$ cat config.mk
export PLATFORM = sky130hd
export DESIGN_NAME = bac_burst_counter
export DESIGN_NICKNAME = d
export VERILOG_FILES = /design/src/rtl/bac_pkg.sv /design/src/rtl/bac_beat_ctr.sv /design/src/rtl/bac_order_map.sv /design/src/rtl/bac_burst_counter.sv
export SDC_FILE = /design/constraint.sdc
export NUM_CORES = 1
export LEC_CHECK = 0
export BUFFER_PORTS_ARGS = -buffer_cell sky130_fd_sc_hd__buf_2
export CAP_MARGIN = 10
export CORE_AREA = 2 2 39 41
export CTS_CLUSTER_DIAMETER = 200
export DETAILED_ROUTE_END_ITERATION = 10
export DIE_AREA = 0 0 41 43
export PLACE_DENSITY = 0.45
export SETUP_SLACK_MARGIN = 0.3
export SLEW_MARGIN = 30
export SYNTH_ARGS = -nofsm -noshare
export SYNTH_HDL_FRONTEND = slang
export SYNTH_HIERARCHICAL = 1
export SYNTH_SLANG_ARGS = --single-unit
$ cat constraint.sdc
create_clock -name clk_i -period 2.6 [get_ports clk_i]
set_input_delay 0.13 -clock clk_i [delete_from_list [all_inputs] [get_ports clk_i]]
set_output_delay 0.13 -clock clk_i [all_outputs]
set_load 0.05 [all_outputs]
$ cat src/rtl/bac_pkg.sv
package bac_pkg;

    typedef enum logic {
        ORD_LINEAR     = 1'b0,
        ORD_INTERLEAVE = 1'b1
    } order_e;

    typedef struct packed {
        logic load;
        logic step;
    } bac_ctl_t;

endpackage

$ cat src/rtl/bac_beat_ctr.sv
module bac_beat_ctr #(
    parameter int OFS_W = 2
) (
    input  logic             clk_i,
    input  logic             rst_ni,
    input  logic             clear_i,
    input  logic             step_i,
    output logic [OFS_W-1:0] beat_o
);

    typedef struct packed {
        logic [OFS_W-1:0] beat;
    } beat_st_t;

    beat_st_t st_d, st_q;

    always_comb begin
        st_d = st_q;
        if (clear_i) begin
            st_d.beat = '0;
        end else if (step_i) begin
            st_d.beat = st_q.beat + 1'b1;
        end
    end

    always_ff @(posedge clk_i or negedge rst_ni) begin
        if (!rst_ni) begin
            st_q <= '0;
        end else begin
            st_q <= st_d;
        end
    end

    assign beat_o = st_q.beat;

endmodule

$ cat src/rtl/bac_order_map.sv
module bac_order_map
    import bac_pkg::*;
#(
    parameter int OFS_W = 2
) (
    input  logic [OFS_W-1:0] base_i,
    input  logic [OFS_W-1:0] beat_i,
    input  order_e           order_i,
    output logic [OFS_W-1:0] offset_o
);

    logic [OFS_W-1:0] lin_ofs;
    logic [OFS_W-1:0] ilv_ofs;

    assign lin_ofs = base_i + beat_i;

    for (genvar b = 0; b < OFS_W; b++) begin : g_ilv_bit
        assign ilv_ofs[b] = base_i[b] ^ beat_i[b];
    end

    always_comb begin
        unique case (order_i)
            ORD_INTERLEAVE: offset_o = ilv_ofs;
            default:        offset_o = lin_ofs;
        endcase
    end

endmodule

$ cat src/rtl/bac_burst_counter.sv
module bac_burst_counter
    import bac_pkg::*;
#(
    parameter int OFS_W = 2
) (
    input  logic             clk_i,
    input  logic             rst_ni,
    input  logic             start_proc_ni,
    input  logic             start_ctrl_ni,
    input  logic             advance_ni,
    input  logic             order_i,
    input  logic [OFS_W-1:0] base_i,
    output logic [OFS_W-1:0] offset_o,
    output logic [OFS_W-1:0] base_o
);

    typedef struct packed {
        logic [OFS_W-1:0] base;
    } base_st_t;

    bac_ctl_t         ctl;
    base_st_t         st_d, st_q;
    logic [OFS_W-1:0] beat;
    order_e           order;

    // Start from either source wins over advance.
    always_comb begin
        ctl.load = !start_proc_ni || !start_ctrl_ni;
        ctl.step = !ctl.load && !advance_ni;
    end

    always_comb begin
        st_d = st_q;
        if (ctl.load) begin
            st_d.base = base_i;
        end
    end

    always_ff @(posedge clk_i or negedge rst_ni) begin
        if (!rst_ni) begin
            st_q <= '0;
        end else begin
            st_q <= st_d;
        end
    end

    bac_beat_ctr #(.OFS_W(OFS_W)) beat_i (
        .clk_i   (clk_i),
        .rst_ni  (rst_ni),
        .clear_i (ctl.load),
        .step_i  (ctl.step),
        .beat_o  (beat)
    );

    assign order = order_e'(order_i);

    bac_order_map #(.OFS_W(OFS_W)) map_i (
        .base_i   (st_q.base),
        .beat_i   (beat),
        .order_i  (order),
        .offset_o (offset_o)
    );

    assign base_o = st_q.base;

endmodule

# Word-level counts from Yosys, hierarchy flattened
# Index checks and enable logic that the tools add are counted.
[word_totals]
ff_bits = 4
in_bits = 8
[classes]
n_addsub = 2
muxes = 3
bitwise_logic = 2
reduce_logical = 7
[op_table]
columns = ["op", "n"]
rows = [
  ["2-bit 2-to-1 mux", 3],
  ["1-bit logical NOT", 4],
  ["2-bit by 1-bit adder with 2-bit output (second input constant)", 1],
  ["2-bit adder", 1],
  ["2-bit nonzero test", 1],
  ["1-bit XOR", 2],
  ["1-bit logical AND", 1],
  ["1-bit logical OR", 1],
]

# Depth between registers and ports, before layout
# Gate-level depths: netlist of run 1.
[depth]
word_depth = 6
mapped_depth = 4
mapped_depth_nobuf = 4

# Hierarchy
# Netlist of run 1, hierarchy kept.
[by_module_without_submodules]
columns = ["mod", "instances", "cells_each", "area_each_um2", "seq_area_each_um2"]
rows = [
  ["bac_burst_counter", 1, 6, 90.1, 50.0],
  ["bac_beat_ctr", 1, 7, 88.8, 50.0],
  ["bac_order_map", 1, 4, 36.3, 0.0],
]

# Least setup slack after synthesis of run 1
# Ideal clock, no wire load.
[synth_path]
path_kind = "flip-flop to output port"
from = "reg st_q (netlist bit base_o[0])"
to = "out offset_o[1]"
t_arrival_ps = 1779
required_time_ps = 2470
setup_slack_ps = 691
path_stages_with_launch = 4
path_cell_list = "dfrtp_1 > ha_1 > nor2b_1 > xnor2_1"
[synth_via]
elab_chain_len = 2
[synth_rtl]
columns = ["item", "line_no", "text"]
rows = [
  ["from (decl)", "bac_burst_counter.sv:22", "base_st_t st_d, st_q;"],
  ["from (signal assigned)", "bac_burst_counter.sv:43", "st_q <= st_d;"],
  ["2-bit adder", "bac_order_map.sv:15", "assign lin_ofs = base_i + beat_i;"],
  ["2-bit 2-to-1 mux", "bac_order_map.sv:22", "unique case (order_i)"],
  ["to (decl)", "bac_burst_counter.sv:13", "output logic [OFS_W-1:0] offset_o,"],
]
# Every way passes these cells.

# Worst setup path after layout of run 1
[layout_path]
from = "reg beat_i.st_q (netlist bit beat_i/beat_o[0])"
to = "out offset_o[1]"
[layout_via]
elab_chain_len = 2
[layout_rtl]
columns = ["item", "line_no", "text"]
rows = [
  ["from (decl)", "bac_beat_ctr.sv:15", "beat_st_t st_d, st_q;"],
  ["from (signal assigned)", "bac_beat_ctr.sv:30", "st_q <= st_d;"],
  ["2-bit adder", "bac_order_map.sv:15", ""],
  ["2-bit 2-to-1 mux", "bac_order_map.sv:22", ""],
]
# Every way passes these cells.

==> flow_metrics.py, run 1 <==
metrics = {
    "run_status": {
        "status": "finished, final reports clean",
    },
    "synthesis": {
        "synth_cells": 17,
        "yosys_warnings": 6,
        "ys_seq_area_frac": 0.465,
        "synthTopCellsByArea": "dfrtp_1, mux2_4, xnor2_1",
        "synth_top_area_frac": 0.465,
        "yosys.area.top_type": "dfrtp_1",
        "synth_area_um2": 215,
        "synth_nets": 26,
        "ys_seq_elements": 4,
        "synth.distinct_cells": 10,
        "avgSynthCellArea_um2": 12.7,
    },
    "clock_tree": {
        "clock_latency_ps": 230,
        "clock-sinks": 4,
        "cts-root-buf": "clkbuf_4",
        "htree_levels": 1,
        "max-clock-path-buffers": 2,
        "cts_tree": "yes",
        "clk_pin_slew_ps": 40,
        "cts_buffers": 3,
    },
    "floorplanning": {
        "die_x_um": 41,
        "num_rows": 14,
        "coreArea_mm2": 0.00138,
        "floorplan.initialDensity": 0.156,
        "io_pins": 12,
        "die_height_um": 43,
        "die_area_mm2": 0.00176,
    },
    "drt": {
        "antenna_left": 0,
        "drc": 0,
        "routed_wl_um": 492,
        "drtPass1Iterations": 2,
        "wire_per_inst_um": 10.3,
        "drtIter0Drc": 1,
        "vias": 177,
        "vias_per_cell": 3.69,
    },
    "worst_hold_path": {
        "hold_start": "base_i[0]",
        "hp-class": "in2reg",
    },
    "finish": {
        "fillers": 146,
        "fin_nets": 43,
        "regArea_um2": 100,
        "final_layout_size_suffix_gt1_frac": 0.563,
        "n_antenna_cell": 0,
        "layout_common_cells": "buf_2, dfrtp_1, xnor2_1, clkbuf_4",
        "area_delta_synth_final_pct": 50.0,
        "final_common_cell": "buf_2",
        "multiInputGateArea_um2": 115,
        "post-route-cell-area_um2": 323,
    },
    "worst_setup_path": {
        "path_max_fanout": 4,
        "critPathLaunch": "beat_i/beat_o[0]",
        "critPathBufInv": 1,
        "crit_slowest_cell": "dfrtp_1",
        "r2r-start": "beat_i/beat_o[0]",
        "slowest_delay_ps": 410,
        "criticalPathCategory": "reg2out",
        "crit_path_cell_trace": "ha_1 -> nor2b_1 -> xnor2_1 -> buf_2",
        "worst_path_dominant_cell_family": "flip-flops",
        "worstPathRequired_ps": 2470,
        "start_kind": "flip-flop",
        "cp_data_arrival_time_ps": 1380,
        "worstSetupEndpointType": "output port",
    },
    "pwr": {
        "peakVddDrop_mv": 0.0950,
        "power.total_w": 0.000191,
        "p_leak_nw": 0.156,
        "p_per_area_mw_per_mm2": 592,
    },
    "grt": {
        "track_usage": 0.0717,
        "antenna_found_initial": 0,
        "grt_pass1_wl_um": 724,
        "gr-total-overflow": 0,
        "grt_max_degree": 6,
        "grt_pass1_vias": 203,
    },
    "sta": {
        "tightest_slew_ps": 252,
        "finalSetupViolCount": 0,
        "finalCriticalPeriod_ps": 1510,
        "post-route-period-util": 0.582,
        "fmax_mhz": 660,
        "slew_violations": 0,
        "hold_violations": 0,
        "rsz0062_at_grt": "no",
        "finalSetupTns_ps": 0,
        "slew-limit-headroom": 0.833,
        "skew_ps": 2.02,
    },
    "placement": {
        "dp.final_hpwl_um": 379,
        "dpl_cell_area_um2": 290,
        "io_buffers": 11,
        "place_congestion": 0.562,
    },
    "flow_run": {
        "drv.max_cap_violation_count": 0,
    },
}
-- per-layer routing --
layer	vias up	track usage	share of wire
li1	87	-	-
met5	-	0	0
met4	0	0.100	0.020
met3	2	0.0314	0.16
met1	76	0.0754	0.41
met2	12	0.0844	0.40
-- through the flow --
| step | worst slack (ps) | instances | utilization | hold slack (ps) |
|---|---|---|---|---|
| after floorplan | 691 | 17 | - | -166 |
| after global placement | 1370 | 44 | 0.210 | -66.3 |
| after detailed placement | 1330 | 44 | 0.210 | -63.1 |
| after CTS | 1070 | 48 | 0.233 | 125 |
| after global routing | 1020 | 48 | 0.233 | 141 |
| final | 1090 | 48 | 0.233 | 137 |
-- cells in the mapped netlist, drive strengths merged --
library cell and number:
a21bo 1, a21oi 1, dfrtp 4, ha 1, mux2 2, nand2 1
nand3b 1, nor2 2, nor2b 1, xnor2 3
-- state kept, by name (all words and copies together), names as in the netlist --
signal / flops
base_o: 2
beat_i/beat_o: 2
-- worst paths after layout --
check                              endpoint  slack [ps]  cells after the start
max                             offset_o[1]        1090                      4
min                               base_o[0]         140                      2
max reg2reg                beat_i/beat_o[1]        1800                      2
min reg2reg                       base_o[0]         560                      1
max in group asynchronous         base_o[1]        2250                      2
min in group asynchronous  beat_i/beat_o[0]         230                      2
-- cells by family after synthesis --
| group | synth area share |
|---|---|
| multiplexers | 0.140 |
| flip-flops | 0.465 |
| AO/OA/AOI/OAI | 0.0872 |
| AND/OR/NAND/NOR | 0.128 |
| adder cells (fa/ha/maj) | 0.0581 |
| XOR/XNOR | 0.122 |
-- layout make-up --
cell class | count | share of cell area
multi-input combinational | 13 | 0.357
sequential | 4 | 0.310
timing repair buffer | 12 | 0.202
clock buffer | 3 | 0.0698
tap | 16 | 0.0620
-- what timing repair did --
item                                    CTS  global route
gates resized for setup                   0             0
hold buffers                              1             0
buffers inserted                          0             0
endpoints found under the hold margin     4             0
endpoints found under the setup margin    0             0
-- power by group --
group	total, W	switching [W]	internal [W]
Combinational	0.0000473	0.0000312	0.0000161
Sequential	0.0000684	0.00000273	0.0000657
Clock	0.0000753	0.0000238	0.0000515
Total	0.000191	0.0000577	0.000133
No activity file was read; power rests on OpenSTA's default activity.
==> run 2: changes to the inputs <==
--- a/config.mk
+++ b/config.mk
@@ -11,7 +11,7 @@
 export CTS_CLUSTER_DIAMETER = 200
 export DETAILED_ROUTE_END_ITERATION = 10
 export DIE_AREA = 0 0 41 43
-export PLACE_DENSITY = 0.45
+export PLACE_DENSITY = 0.47
 export SETUP_SLACK_MARGIN = 0.3
 export SLEW_MARGIN = 30
 export SYNTH_ARGS = -nofsm -noshare
==> constraint.sdc (replaced) <==
create_clock -name clk_i -period 1.2 [get_ports clk_i]
set_input_delay 0.06 -clock clk_i [delete_from_list [all_inputs] [get_ports clk_i]]
set_output_delay 0.06 -clock clk_i [all_outputs]
set_load 0.05 [all_outputs]
==> run 2 against run 1 <==
  * The run now ends with setup timing left
  * Cell area increased by 45%
  * Count of clock-buffer cells in the layout unchanged
  * Clock power increased by 120%
  * Sequential power increased by 120%
  * Power increased to 2.5 times the previous value
  * Critical path depth unchanged
  * First-iteration DRC count increased to 5.0 times the previous value
  * Clock skew decreased by 0.93 ps
  * Die area unchanged
  * Combinational power increased to 3.5 times the previous value
  * Sequential cell count unchanged
  * Critical path type unchanged
  * Largest cell class unchanged
==> flow_metrics.py, run 2 (synthesis results as in run 1) <==
metrics = {
    "finish": {
        "fillers": 142,
        "multiInputGateArea_um2": 169,
        "fin_nets": 49,
        "fin_cells": 54,
        "regArea_um2": 103,
        "layout_common_cells": "buf_2, buf_4, buf_6, clkbuf_4, buf_8",
        "n_antenna_cell": 0,
        "final_common_cell": "buf_2",
        "final_layout_size_suffix_gt1_frac": 0.816,
        "area_delta_synth_final_pct": 117,
        "post-route-util": 0.338,
    },
    "grt": {
        "gr-total-overflow": 0,
        "grt_pass1_vias": 221,
        "track_usage": 0.0827,
        "grt_max_degree": 6,
        "grt_pass1_wl_um": 855,
        "antenna_found_initial": 0,
    },
    "placement": {
        "dp.cells": 46,
        "io_buffers": 11,
        "place_ws_ps": 28.1,
        "place_congestion": 0.537,
    },
    "worst_setup_path": {
        "crit_slowest_cell": "dfrtp_2",
        "regToRegSetupSlack_ps": 200,
        "worstSetupEndpointType": "output port",
        "reg2reg_to": "beat_i/beat_o[1]",
        "crit_path_cell_trace": "xnor2_2 -> buf_4 -> xnor2_4 -> buf_6",
        "endpoint": "offset_o[1]",
        "critPathLaunch": "base_o[1]",
        "path_max_fanout": 2,
        "start_kind": "flip-flop",
        "r2r-start": "beat_i/beat_o[0]",
        "slowest_delay_ps": 410,
        "criticalPathCategory": "reg2out",
        "worst_r2r_path_depth": 4,
        "worstPathRequired_ps": 1140,
        "cp_data_arrival_time_ps": 1250,
    },
    "pwr": {
        "peakVddDrop_mv": 0.225,
        "p_leak_nw": 0.211,
        "p_per_area_mw_per_mm2": 1030,
    },
    "sta": {
        "tightest_slew_ps": 301,
        "worst_slack_ps": -110,
        "hold_violations": 0,
        "post-route-period-util": 1.09,
        "timing.hold.ws_ps": 56.6,
        "slew_violations": 0,
        "rsz0062_at_grt": "yes",
        "fmax_mhz": 763,
        "finalCriticalPeriod_ps": 1310,
        "skew_ps": 1.09,
        "slew-limit-headroom": 0.798,
        "finalSetupViolCount": 1,
    },
    "drt": {
        "antenna_left": 0,
        "drtPass1Iterations": 2,
        "met2_length_um": 302,
        "routed_wl_um": 533,
        "drc": 0,
        "top_layer": "met3",
        "vias": 208,
        "wl_met3_um": 47,
        "drt-met1-wl_um": 183,
        "drtIter0Drc": 5,
        "vias_per_cell": 3.85,
        "wire_per_inst_um": 9.87,
    },
    "floorplanning": {
        "floorplan.initialDensity": 0.156,
        "coreArea_mm2": 0.00138,
        "num_rows": 14,
        "die_area_mm2": 0.00176,
        "io_pins": 12,
        "die_height_um": 43,
        "die_x_um": 41,
    },
    "worst_hold_path": {
        "hp-class": "in2reg",
        "min_delay_path_depth": 2,
    },
    "run_status": {
        "status": "finished with violations",
        "violations": "setup timing",
    },
    "clock_tree": {
        "max-clock-path-buffers": 2,
        "cts_buffers": 3,
        "cts_tree": "yes",
        "cts-root-buf": "clkbuf_4",
        "clk_pin_slew_ps": 40,
        "clock-sinks": 4,
        "clock_latency_ps": 230,
        "htree_levels": 1,
    },
    "flow_run": {
        "drv.max_cap_violation_count": 0,
    },
}
==> run 2: cell count changes in the layout (fill, tap and decap cells not counted), sizes merged <==
cell and delta:
buf +6
==> run 2: cell type report <==
cell class,instances,area share
clock buffers,3,0.0481
well taps,16,0.0428
repair buffers,18,0.329
multi-input cells,13,0.361
flip-flops and latches,4,0.219
==> run 2: through the flow <==
stage	area, um2	setup TNS (ps)	power [W]
after floorplan	256	-52.1	0.000239
after global placement	347	0	0.000267
after detailed placement	347	0	0.000267
after CTS	457	-109	0.000489
after global routing	468	-169	0.000514
final	468	-110	0.000483
==> run 2: repair_timing <==
action	CTS	global route
setup endpoints to repair	5	8
gates resized for setup	13	2
buffers inserted	4	0
hold buffers	1	0
endpoints found under the hold margin	4	0
pin swaps	2	1
==> run 2: worst min path at each step <==
stage,startpoint,endpoint,slack [ps]
2_1_floorplan,rst_ni,base_o[0],-240
3_3_place_gp,rst_ni,beat_i/beat_o[0],-130
3_5_place_dp,rst_ni,beat_i/beat_o[0],-130
4_1_cts,base_i[0],base_o[0],50
5_1_grt,base_i[1],base_o[1],40
6_report,base_i[0],base_o[0],60
==> run 2: routing by layer <==
| layer | track usage | up-vias |
|---|---|---|
| met5 | 0 | - |
| li1 | - | 101 |
| met2 | 0.113 | 10 |
| met3 | 0.0628 | 0 |
| met1 | 0.0717 | 97 |
| met4 | 0.0800 | 0 |
==> run 2: critical path: cells and delay by family (launching register included) <==
family                 cells  cell delay (ps)
XOR/XNOR                   2              280
buffers and inverters      2              320
flip-flops                 1              410
==> run 2: power breakdown <==
group,internal (W),switching [W],total [W]
Combinational,0.0000846,0.0000802,0.000165
Sequential,0.000143,0.00000731,0.000151
Clock,0.000112,0.0000556,0.000168
==> run 3: changes to the inputs <==
--- a/config.mk
+++ b/config.mk
@@ -5,16 +5,16 @@
 export SDC_FILE = /design/constraint.sdc
 export NUM_CORES = 1
 export LEC_CHECK = 0
+export ABC_AREA = 1
 export BUFFER_PORTS_ARGS = -buffer_cell sky130_fd_sc_hd__buf_2
 export CAP_MARGIN = 10
 export CORE_AREA = 2 2 39 41
 export CTS_CLUSTER_DIAMETER = 200
 export DETAILED_ROUTE_END_ITERATION = 10
 export DIE_AREA = 0 0 41 43
-export PLACE_DENSITY = 0.47
+export PLACE_DENSITY = 0.48
 export SETUP_SLACK_MARGIN = 0.3
 export SLEW_MARGIN = 30
 export SYNTH_ARGS = -nofsm -noshare
 export SYNTH_HDL_FRONTEND = slang
-export SYNTH_HIERARCHICAL = 1
 export SYNTH_SLANG_ARGS = --single-unit
==> run 3 against run 2 <==
  * The flow still finishes with violations (setup timing)
  * Area after synthesis rose by 6.4%
  * Cell count rose by 26%
  * Register-to-register slack gained 120 ps
  * Sequential cell count is the same
  * Routed wire length fell by 5.6%
  * Maximum frequency shrank 1.4%
  * Power shrank 0.65%
  * Global-route usage shrank 1.4 points
  * Synthesized cell count increased by 110%
  * Critical path type unchanged
==> flow_metrics.py, run 3 <==
metrics = {
    "floorplanning": {
        "num_rows": 14,
        "floorplan.initialDensity": 0.165,
        "die_x_um": 41,
        "die_area_mm2": 0.00176,
        "coreArea_mm2": 0.00138,
        "die_height_um": 43,
        "io_pins": 12,
    },
    "pwr": {
        "p_leak_nw": 0.212,
        "power.total_w": 0.000480,
        "p_per_area_mw_per_mm2": 1160,
        "peakVddDrop_mv": 0.329,
    },
    "placement": {
        "io_buffers": 11,
        "dpl_cell_area_um2": 330,
        "dp.final_hpwl_um": 405,
        "place_congestion": 0.664,
        "place_ws_ps": 55.4,
    },
    "worst_hold_path": {
        "hp-class": "in2reg",
    },
    "sta": {
        "rsz0062_at_grt": "yes",
        "finalSetupTns_ps": -129,
        "worst_slack_ps": -129,
        "tightest_slew_ps": 159,
        "slew-limit-headroom": 0.894,
        "skew_ps": 0.425,
        "fmax_mhz": 753,
        "post-route-period-util": 1.11,
        "slew_violations": 0,
        "finalSetupViolCount": 1,
        "hold_violations": 0,
        "finalCriticalPeriod_ps": 1330,
    },
    "clock_tree": {
        "htree_levels": 1,
        "cts-root-buf": "clkbuf_4",
        "clock_latency_ps": 230,
        "cts_tree": "yes",
        "clk_pin_slew_ps": 40,
        "cts_buffers": 3,
        "clock-sinks": 4,
        "max-clock-path-buffers": 2,
    },
    "synthesis": {
        "synth-main-ff-cell": "dfrtp_1",
        "yosys.area.top_type": "dfrtp_1",
        "synth_area_um2": 229,
        "ys_seq_elements": 4,
        "async_flop_share": 1.00,
        "ys_seq_area_frac": 0.437,
        "yosys_warnings": 0,
        "avgSynthCellArea_um2": 6.54,
        "synth_top_area_frac": 0.437,
        "synth_cells": 35,
        "synth_nets": 44,
        "synth_edf_count": 0,
        "synthTopCellsByArea": "dfrtp_1, nand2_1, inv_1",
        "yosysMostFrequentCell": "nand2_1",
        "synthTopCellsByCount": "nand2_1, inv_1, nor2_1, dfrtp_1, nand3_1",
        "synth.distinct_cells": 8,
    },
    "finish": {
        "final_layout_size_suffix_gt1_frac": 0.442,
        "final_common_cell": "nand2_1",
        "n_antenna_cell": 0,
        "post-route-cell-area_um2": 415,
        "layout_common_cells": "nand2_1, buf_2, inv_1",
        "fin_nets": 63,
        "area_delta_synth_final_pct": 81.4,
        "fillers": 151,
        "post-route-util": 0.300,
    },
    "grt": {
        "grt_pass1_vias": 198,
        "track_usage": 0.0685,
        "grt_pass1_wl_um": 759,
        "gr-total-overflow": 0,
        "grt_max_degree": 6,
        "antenna_found_initial": 0,
    },
    "run_status": {
        "violations": "setup timing",
        "status": "finished with violations",
    },
    "worst_setup_path": {
        "worstPathRequired_ps": 1140,
        "start_kind": "flip-flop",
        "worstSetupEndpointType": "output port",
        "criticalPathCategory": "reg2out",
        "cp_data_arrival_time_ps": 1270,
        "path_max_fanout": 2,
    },
    "flow_run": {
        "drv.max_cap_violation_count": 0,
    },
    "drt": {
        "vias": 253,
        "wire_per_inst_um": 7.40,
        "drtPass1Iterations": 4,
        "drc": 0,
        "antenna_left": 0,
        "drtIter0Drc": 1,
        "routed_wl_um": 503,
        "vias_per_cell": 3.72,
    },
}
## run 3: timing repair
item | 4_1_cts | 5_1_grt
resized for setup | 12 | 2
setup endpoints to repair | 4 | 4
pin swaps | 0 | 2
hold buffers | 1 | 0
hold endpoints to repair | 4 | 0
buffers inserted | 0 | 1
## run 3: cell type report
cell class                 count  area [um2]  share of cell area
sequential                     4         103               0.247
timing repair buffer          14         120               0.289
multi-input combinational     24         120               0.289
inverter                       7        30.0              0.0723
clock buffer                   3        22.5              0.0542
tap                           16        20.0              0.0482
## run 3: cell families (layout without fill, tap and decap cells)
group / Yosys count / count (layout) / share of synthesized area
buffers and inverters: 7 / 24 / 0.115
and+or+nand+nor: 22 / 22 / 0.372
AOI/OAI and AO/OA: 1 / 1 / 0.0218
DFF: 4 / 4 / 0.437
adders and majority gates: 1 / 1 / 0.0546
## run 3: critical path, stage by stage (launching register included)
cell and delay [ps]:
dfrtp_2 380, ha_4 140, inv_1 30, nor2_1 80, nand3_1 80, nand2_2 90
clkinvlp_4 80, buf_8 150
## run 3: worst paths after layout
check | start | endpoint | slack [ps] | cells past startpoint
setup / recovery | base_o[0] | offset_o[1] | -130 | 7
hold / removal | base_i[0] | base_o[0] | 30 | 3
setup reg to reg | base_o[0] | base_o[0] | 320 | 4
hold reg to reg | beat_i.beat_o[1] | beat_i.beat_o[1] | 590 | 3
max in group asynchronous | rst_ni | base_o[1] | 900 | 2
min in group asynchronous | rst_ni | beat_i.beat_o[0] | 160 | 2
## run 3: power breakdown
group | internal, W | leakage (nW) | total, W | switching, W
Combinational | 0.0000706 | 0.149 | 0.000160 | 0.0000891
Clock | 0.000112 | 0.0138 | 0.000166 | 0.0000544
Sequential | 0.000145 | 0.0490 | 0.000154 | 0.00000931
## run 3: metal layers
metal,global-route usage,up-vias,part of all wire
met5,0,-,0
met4,0.0800,0,0
met3,0.0157,0,0.10
met2,0.0813,11,0.41
met1,0.0877,105,0.48
li1,-,137,-
## run 3: per-stage QoR
stage          hold WS [ps]  cells
4_1_cts                19.5     67
3_5_place_dp           -125     63
3_3_place_gp           -128     63
5_1_grt                43.1     68
6_report               27.1     68
2_1_floorplan          -236     35
